==> config.mk <==
export PLATFORM = sky130hd
export DESIGN_NAME = dma_port_req
export DESIGN_NICKNAME = d
export VERILOG_FILES = /design/src/rtl/dmareq_pkg.sv /design/src/rtl/dmareq_cfg.sv /design/src/rtl/dmareq_strobe.sv /design/src/rtl/dmareq_count.sv /design/src/rtl/dma_port_req.sv
export SDC_FILE = /design/constraint.sdc
export NUM_CORES = 1
export LEC_CHECK = 0
export BUFFER_PORTS_ARGS = -buffer_cell sky130_fd_sc_hd__buf_2
export CAP_MARGIN = 20
export CORE_ASPECT_RATIO = 1.75
export CORE_MARGIN = 2
export CORE_UTILIZATION = 50
export CTS_BUF_LIST = sky130_fd_sc_hd__clkbuf_16
export DETAILED_ROUTE_END_ITERATION = 16
export PLACE_DENSITY = 0.78
export SLEW_MARGIN = 20
export SYNTH_ARGS = -nofsm -noshare
export SYNTH_HDL_FRONTEND = slang
export SYNTH_SLANG_ARGS = --single-unit
export TNS_END_PERCENT = 10
==> constraint.sdc <==
create_clock -name clk -period 1.96 [get_ports clk]
set_input_delay 0.098 -clock clk [delete_from_list [all_inputs] [get_ports clk]]
set_output_delay 0.098 -clock clk [all_outputs]
set_load 0.05 [all_outputs]
==> src/rtl/dmareq_pkg.sv <==
package dmareq_pkg;
  typedef enum logic [1:0] {
    FORM_ACK    = 2'd0,
    FORM_ACK_RW = 2'd1,
    FORM_ADDRCS = 2'd2,
    FORM_SPLIT  = 2'd3
  } dma_form_e;

  localparam logic REG_PORTSEL = 1'b0;
  localparam logic REG_DMACFG  = 1'b1;

  typedef struct packed {
    logic      en;
    logic      burst;
    dma_form_e form;
    logic      wide;
  } dma_cfg_t;
endpackage

==> src/rtl/dmareq_cfg.sv <==
module dmareq_cfg
  import dmareq_pkg::*;
#(
  parameter int PORT_ID = 0,
  parameter int PIPE_W  = 3,
  parameter int DW      = 8
) (
  input  logic              clk,
  input  logic              rst_n,
  input  logic              we,
  input  logic              addr,
  input  logic [DW-1:0]     wdata,
  input  logic              busy,
  output dma_cfg_t          cfg_d,
  output dma_cfg_t          cfg_q,
  output logic [PIPE_W-1:0] pipe_d,
  output logic [PIPE_W-1:0] pipe_q
);
  dma_form_e form_new;

  always_comb begin
    cfg_d    = cfg_q;
    pipe_d   = pipe_q;
    form_new = dma_form_e'(wdata[3:2]);
    if (we && addr == REG_PORTSEL) begin
      cfg_d.wide = wdata[PIPE_W];
      if (!busy) pipe_d = wdata[PIPE_W-1:0];
    end
    if (we && addr == REG_DMACFG) begin
      cfg_d.en    = wdata[0];
      cfg_d.burst = wdata[1];
      if (PORT_ID == 0 || form_new != FORM_SPLIT) cfg_d.form = form_new;
    end
  end

  always_ff @(posedge clk or negedge rst_n) begin
    if (!rst_n) begin
      cfg_q  <= '0;
      pipe_q <= '0;
    end else if (we) begin
      cfg_q  <= cfg_d;
      pipe_q <= pipe_d;
    end
  end
endmodule

==> src/rtl/dmareq_strobe.sv <==
module dmareq_strobe
  import dmareq_pkg::*;
(
  input  dma_form_e form,
  input  logic      dack,
  input  logic      rw_stb,
  input  logic      cs_hit,
  input  logic      split_stb,
  output logic      hit
);
  always_comb begin
    unique case (form)
      FORM_ACK:    hit = dack;
      FORM_ACK_RW: hit = dack & rw_stb;
      FORM_ADDRCS: hit = cs_hit;
      FORM_SPLIT:  hit = split_stb;
      default:     hit = 1'b0;
    endcase
  end
endmodule

==> src/rtl/dmareq_count.sv <==
module dmareq_count #(
  parameter int CNT_W = 12
) (
  input  logic             clk,
  input  logic             rst_n,
  input  logic             load,
  input  logic [CNT_W-1:0] load_val,
  input  logic             hit,
  input  logic             wide_q,
  input  logic             req_ok_d,
  input  logic             burst_d,
  output logic             dreq,
  output logic             dend,
  output logic             take,
  output logic [1:0]       take_bytes,
  output logic [CNT_W-1:0] remain
);
  logic [CNT_W-1:0] cnt_q, cnt_d, unit;
  logic             dreq_d;

  always_comb begin
    take       = dreq & hit;
    unit       = wide_q ? CNT_W'(2) : CNT_W'(1);
    take_bytes = (wide_q && cnt_q >= CNT_W'(2)) ? 2'd2 : 2'd1;
    cnt_d      = cnt_q;
    if (load)      cnt_d = load_val;
    else if (take) cnt_d = cnt_q - CNT_W'(take_bytes);
    dreq_d     = req_ok_d && (cnt_d != '0) && !(!burst_d && take);
    dend       = dreq && (cnt_q <= unit);
    remain     = cnt_q;
  end

  always_ff @(posedge clk or negedge rst_n) begin
    if (!rst_n) begin
      cnt_q <= '0;
      dreq  <= 1'b0;
    end else begin
      if (load || take) cnt_q <= cnt_d;
      dreq <= dreq_d;
    end
  end
endmodule

==> src/rtl/dma_port_req.sv <==
module dma_port_req
  import dmareq_pkg::*;
#(
  parameter int PORT_ID = 0,
  parameter int PIPE_W  = 3,
  parameter int CNT_W   = 12
) (
  input  logic              clk,
  input  logic              rst_n,
  input  logic              cfg_we,
  input  logic              cfg_addr,
  input  logic [7:0]        cfg_wdata,
  input  logic              buf_load,
  input  logic [CNT_W-1:0]  buf_count,
  input  logic              dack,
  input  logic              rw_stb,
  input  logic              cs_hit,
  input  logic              split_stb,
  output logic              dreq,
  output logic              dend,
  output logic              elem_take,
  output logic [1:0]        elem_bytes,
  output logic [PIPE_W-1:0] cur_pipe,
  output logic [CNT_W-1:0]  remain
);
  logic [1:0]        rst_sync;
  logic              rst_s;
  dma_cfg_t          cfg_d, cfg_q;
  logic [PIPE_W-1:0] pipe_d;
  logic              busy, hit, req_ok_d;

  always_ff @(posedge clk or negedge rst_n) begin
    if (!rst_n) rst_sync <= 2'b00;
    else        rst_sync <= {rst_sync[0], 1'b1};
  end
  assign rst_s = rst_sync[1];

  assign busy     = cfg_q.en && (cur_pipe != '0) && (remain != '0);
  assign req_ok_d = cfg_d.en && (pipe_d != '0);

  dmareq_cfg #(.PORT_ID(PORT_ID), .PIPE_W(PIPE_W), .DW(8)) u_cfg (
    .clk(clk), .rst_n(rst_s), .we(cfg_we), .addr(cfg_addr),
    .wdata(cfg_wdata), .busy(busy), .cfg_d(cfg_d), .cfg_q(cfg_q),
    .pipe_d(pipe_d), .pipe_q(cur_pipe)
  );

  dmareq_strobe u_stb (
    .form(cfg_q.form), .dack(dack), .rw_stb(rw_stb),
    .cs_hit(cs_hit), .split_stb(split_stb), .hit(hit)
  );

  dmareq_count #(.CNT_W(CNT_W)) u_cnt (
    .clk(clk), .rst_n(rst_s), .load(buf_load), .load_val(buf_count),
    .hit(hit), .wide_q(cfg_q.wide), .req_ok_d(req_ok_d),
    .burst_d(cfg_d.burst), .dreq(dreq), .dend(dend), .take(elem_take),
    .take_bytes(elem_bytes), .remain(remain)
  );
endmodule

# --- Yosys cells after proc, flatten, opt, wreduce, memory -nomap -nowiden ---
# Cells that the tools add are included.
word_totals:
  regBits: 23
  inputBits: 29
  out_inout_bits: 20
  elab_cells: 45
op_classes:
  n_addsub: 1
  n_lt_le_gt_ge: 2
  eq_ne: 3
  muxes: 8
  bitwise_logic: 3
  n_reduce_logical: 20
op_table:
  columns: ["operator", "n"]
  rows:
  - ["2-to-1 mux 12 bit", 2]
  - ["nonzero test 12 bit", 2]
  - ["greater-or-equal comparator 12 x 2 -> 1 bit, second input constant", 1]
  - ["<= comparator 12 bit", 1]
  - ["subtractor 12 x 2 -> 12 bit", 1]
  - ["logical AND 1 bit", 10]
  - ["2-to-1 mux 3 bit", 2]
  - ["nonzero test 3 bit", 2]
  - ["== test 2 bit, second input constant", 2]
  - ["2-to-1 mux 2 bit", 2]
  - ["2-to-1 mux 4 bit", 1]
  - ["case mux 1 bit (4 select lines)", 1]
  - ["AND reduction 2 bit", 2]
  - ["AND 1 bit", 2]
  - ["== test 2 x 1 -> 1 bit, second input constant", 1]
  - ["logical NOT 1 bit", 2]
  - ["logical NOT 2 bit", 1]
  - ["logical OR 1 bit", 1]
  - ["NOT 1 bit", 1]

# --- Logic depth before layout (Yosys ltp) ---
depth:
  ltp_word: 9
  mapped_depth: 12

# --- Cells and area by module ---
# Synthesis repeated with hierarchy kept, for this count alone.
hier_totals:
  hier_cells: 138
  hier_area_um2: 1448.9
modules_own_cells:
  columns: ["module", "instances", "cells_per_inst", "area_each_um2"]
  rows:
  - ["dmareq_count", 1, 97, 913.4]
  - ["dmareq_cfg", 1, 27, 411.6]
  - ["dma_port_req", 1, 9, 95.1]
  - ["dmareq_strobe", 1, 5, 28.8]

# --- Least setup slack after synthesis ---
# No wires, ideal clock.
synth_timing:
  path_kind: "register to register"
  startpoint: "reg u_cnt.cnt_q[8], in the netlist u_cnt.remain[8]"
  endpoint: "reg u_cnt.dreq"
  t_arrival_ps: 4329
  t_required_ps: 1823
  slack_ps: -2506
  stages_incl_launch_ff: 12
  n_path_buf: 0
  path_cell_list: "dfrtp_1 nor4_1 nand3_1 o21ai_0 ha_1 inv_1 fa_1 or3_1 o211ai_1 o311ai_0 a21oi_1 a41oi_2"
synth_via:
  elab_chain_cells: 9
synth_rtl:
  columns: ["element", "line", "rtl"]
  rows:
  - ["start: declaration", "dmareq_count.sv:18", "logic [CNT_W-1:0] cnt_q, cnt_d, unit;"]
  - ["start signal: assignment", "dmareq_count.sv:38", "if (load || take) cnt_q <= cnt_d;"]
  - ["greater-or-equal comparator 12 x 2 -> 1 bit", "dmareq_count.sv:24", "take_bytes = (wide_q && cnt_q >= CNT_W'(2)) ? 2'd2 : 2'd1;"]
  - ["logical AND 1 bit", "dmareq_count.sv:24", null]
  - ["2-to-1 mux 2 bit", "dmareq_count.sv:24", null]
  - ["named net elem_bytes[0]", "dma_port_req.sv:22", "output logic [1:0] elem_bytes,"]
  - ["subtractor 12 x 2 -> 12 bit", "dmareq_count.sv:27", "else if (take) cnt_d = cnt_q - CNT_W'(take_bytes);"]
  - ["2-to-1 mux 12 bit", "dmareq_count.sv:27", null]
  - ["2-to-1 mux 12 bit", "dmareq_count.sv:26", "if (load) cnt_d = load_val;"]
  - ["nonzero test 12 bit", "dmareq_count.sv:28", "dreq_d = req_ok_d && (cnt_d != '0) && !(!burst_d && take);"]
  - ["logical AND 1 bit (2 in series)", "dmareq_count.sv:28", null]
  - ["named net u_cnt.dreq_d", "dmareq_count.sv:19", "logic dreq_d;"]
  - ["end signal: assignment", "dmareq_count.sv:39", "dreq <= dreq_d;"]
  - ["end: declaration", "dmareq_count.sv:12", "output logic dreq,"]
# The timed path passes the listed nets, and every way through them passes these cells.
# A chain may end at the register's enable or synchronous reset.

# --- Final worst setup path ---
layout_timing:
  startpoint: "reg u_cnt.cnt_q[10], in the netlist u_cnt.remain[10]"
  endpoint: "reg u_cnt.dreq"
layout_via:
  elab_chain_cells: 9
layout_rtl:
  columns: ["element", "line"]
  rows:
  - ["greater-or-equal comparator 12 x 2 -> 1 bit", "dmareq_count.sv:24"]
  - ["logical AND 1 bit", "dmareq_count.sv:24"]
  - ["2-to-1 mux 2 bit", "dmareq_count.sv:24"]
  - ["subtractor 12 x 2 -> 12 bit", "dmareq_count.sv:27"]
  - ["2-to-1 mux 12 bit", "dmareq_count.sv:27"]
  - ["2-to-1 mux 12 bit", "dmareq_count.sv:26"]
  - ["nonzero test 12 bit", "dmareq_count.sv:28"]
  - ["logical AND 1 bit * (2 in series)", "dmareq_count.sv:28"]
  - ["named net u_cnt.dreq_d", "dmareq_count.sv:19"]
# Mark *: on every way through the listed nets, which the timed path passes. The rest lies on a longest branch.

==> results_dict.tcl <==
set metrics [dict create \
    clkTransAtPathRegs_ps 60 \
    num_vias 1566 \
    power_uw 1960 \
    critPathMaxStageDelay_ps 420 \
    hold_viol 0 \
    hold_ws_ps 53.8 \
    seq_power_share 0.314 \
    internal_power_uw 1140 \
    cts-root-buf "clkbuf_16" \
    place_area_um2 1970 \
    hpwlAfterDp_um 3460 \
    routed_wl_um 4870 \
    worstPathRequired_ps 2090 \
    min_period_ps 2830 \
    die_w_um 44.8 \
    r2r-end "u_cnt.dreq" \
    crit_slowest_cell "dfrtp_2" \
    synth_cells 150 \
    setup_viol 15 \
    utilization 0.810 \
    rsz0062_at_grt "yes" \
    timing.critical_path.from "u_cnt.remain[10]" \
    swShare 0.416 \
    antenna_found_initial 0 \
    crit_cells 11 \
    pwr-share-comb 0.455 \
    path_delay_family "simple AND/OR/NAND/NOR gates" \
    synth-seq-cells 23 \
    fin_nets 266 \
    slew_headroom 0.538 \
    critPathArrivalTime_ps 2960 \
    clock_path_buffers 2 \
    crit_end "u_cnt.dreq" \
    crit_buf_inv 1 \
    cts_buffers 3 \
    cp-end-kind "register" \
    seq_area_frac_synth 0.395 \
    min_period_over_period 1.44 \
    first_global_vias 1641 \
    status "finished with violations" \
    hold_path_class "in -> reg" \
    synth_area_um2 1460 \
    cp_cell_sequence "nor4_4 > nand3_2 > o21ai_4 > ha_4 > inv_2 > fa_2 > or3_4 > o211ai_1 > o311ai_2 > a21oi_2 > a41oi_2" \
    diodes 0 \
    core-area_um2 2750 \
    final_area_um2 2230 \
    fillers 168 \
    layout_common_cells "buf_2 (43), buf_4 (35), dfrtp_1 (15), nand2_1 (12)" \
    routed_via_density 6.07 \
    clock.fmax_ghz 0.354 \
    ant_nets 0 \
    layout-drive-gt1-share 0.576 \
    dr.first_iter.drc_count 79 \
    dr.pass1.iters 4 \
    routedWlPerCell_um 18.9 \
    ff2ff_setup_slack_ps -870 \
    cts_tree "yes" \
    drc 0 \
    p_sw_uw 816 \
    place.gp.congestion 0.900 \
    ys_types 48 \
    drv_slew 0 \
    die_height_um 75.4 \
    finClkSkew_ps 3.98 \
    fp-row-count 25 \
    yosysWarnings 0 \
    dpl_worst_slack_ps -976 \
    clock_latency_ps 260 \
    min_from "buf_count[3]" \
    ff2ff_path_depth 11 \
    cp-start-kind "register" \
    grt_max_degree 22 \
    clkPwrFrac 0.231 \
    worstSetupPathType "reg -> reg" \
    die_area_um2 3380 \
    multi_input_area_um2 988 \
    p_per_area_nw_per_um2 879 \
    peakVddDrop_mv 1.08 \
    track_usage 0.308 \
    port_buffers 44 \
    worst_pin_slew_ps 693 \
    syn_nets 184 \
    grt_overflow 0 \
    final_common_cell "buf_2" \
    setup_ws_ps -865 \
    grt_pass1_wl_um 7480 \
    start_util 0.530 \
    maxCapViolations 0 \
    cellLeakagePower_uw 0.00101 \
    cts_sinks 23 \
    rr_startpoint "u_cnt.remain[10]" \
    violations "negative setup slack" \
    area_growth_pct 53.0 \
    cp_max_fo 4 \
    syn_area_per_cell_um2 9.72 \
    seqCellArea_um2 586 \
    io_pins 49 \
    cts.htree.levels 1 \
]
-- kinds of logic after synthesis --
group,after synthesis,synth area share
xor+xnor,6,0.0361
compound gates,33,0.162
buf+inv,14,0.0378
fa+ha+maj,5,0.0481
other cells,1,0.00257
mux,12,0.0910
flops,23,0.395
simple gates,56,0.227
-- routing by layer --
| layer | vias up | global-route usage | wire [µm] |
|---|---|---|---|
| met2 | 77 | 0.597 | 2750 |
| met1 | 770 | 0.323 | 1690 |
| met5 | - | 0 | 0 |
| li1 | 704 | - | - |
| met4 | 0 | 0.124 | 161 |
| met3 | 15 | 0.0379 | 265 |
-- synth_stat cells (all sizes together) --
master	number	area (µm²)
o21ai	8	40.0
a31o	1	8.76
mux2i	2	20.0
nand2	13	48.8
conb	1	3.75
nand4b	1	8.76
a21boi	2	15.0
a32oi	1	16.3
o21a	2	15.0
o211ai	1	7.51
nor2b	5	31.3
o2bb2ai	1	8.76
nor4b	1	8.76
nand4	1	12.5
nor3	4	20.0
a21oi	8	40.0
fa	1	20.0
a31oi	1	6.26
ha	4	50.1
nand3	5	25.0
o221ai	1	8.76
or3	1	6.26
mux2	10	113
nand2b	3	18.8
dfrtp	23	576
nor2	10	47.6
a41oi	1	16.3
and3	1	6.26
o311ai	1	8.76
inv	11	43.8
o221a	1	11.3
clkbuf	3	11.3
or4	3	26.3
or2	1	6.26
nor4	6	58.8
xor2	4	35.0
o31a	1	8.76
o211a	1	10.0
o31ai	2	15.0
xnor2	2	17.5
and2	1	6.26
-- cell type report --
type	instances	share of cell area
clock inverters	1	0.00224
multi-input cells	113	0.443
flip-flops and latches	23	0.262
clock buffers	3	0.0337
inverters	11	0.0196
repair buffers	80	0.224
well taps	27	0.0151
-- registers in the layout, indices dropped and copies added, names as in the netlist --
name	cells
u_cnt.dreq	1
rst_sync	2
u_cfg.pipe_q	3
u_cfg.cfg_q	5
u_cnt.remain	12
-- worst min-delay path by stage --
stage / cells after the start / end / slack (ps)
after floorplan: 0 / rst_sync[0] / -200
after global placement: 1 / rst_sync[1] / -120
after detailed placement: 1 / rst_sync[1] / -120
after CTS: 2 / u_cnt.remain[3] / 50
after global routing: 2 / u_cnt.remain[3] / 60
final: 2 / u_cnt.remain[3] / 50
-- power groups by stage --
| stage | logic, µW | registers [µW] | clock network, µW |
|---|---|---|---|
| 6_report | 892 | 615 | 453 |
| 3_3_place_gp | 789 | 607 | 0 |
| 4_1_cts | 849 | 612 | 455 |
| 2_1_floorplan | 315 | 817 | 0 |
| 5_1_grt | 942 | 622 | 466 |
| 3_5_place_dp | 812 | 613 | 0 |
-- per-stage QoR --
stage | std cells | setup TNS (ps)
3_3_place_gp | 248 | -7120
3_5_place_dp | 248 | -7950
5_1_grt | 258 | -9080
4_1_cts | 256 | -6280
6_report | 258 | -7140
2_1_floorplan | 150 | -10590
-- repair_timing --
| item | in CTS | in global routing |
|---|---|---|
| setup buffers | 3 | 2 |
| endpoints found under the setup margin | 18 | 19 |
| pin swaps | 8 | 3 |
| hold buffers | 1 | 0 |
| cloned | 0 | 0 |
| hold endpoints to repair | 2 | 0 |
| resized for setup | 16 | 10 |
-- worst reg2reg max path, delay by kind of cell (launching register included) --
family | cells | cell delay (ps)
AND/OR/NAND/NOR | 3 | 880
adder cells (fa/ha/maj) | 2 | 520
flip-flops | 1 | 420
AO/OA/AOI/OAI | 5 | 810
buffers and inverters | 1 | 40
Note: power is estimated with default switching activity, not from simulation.
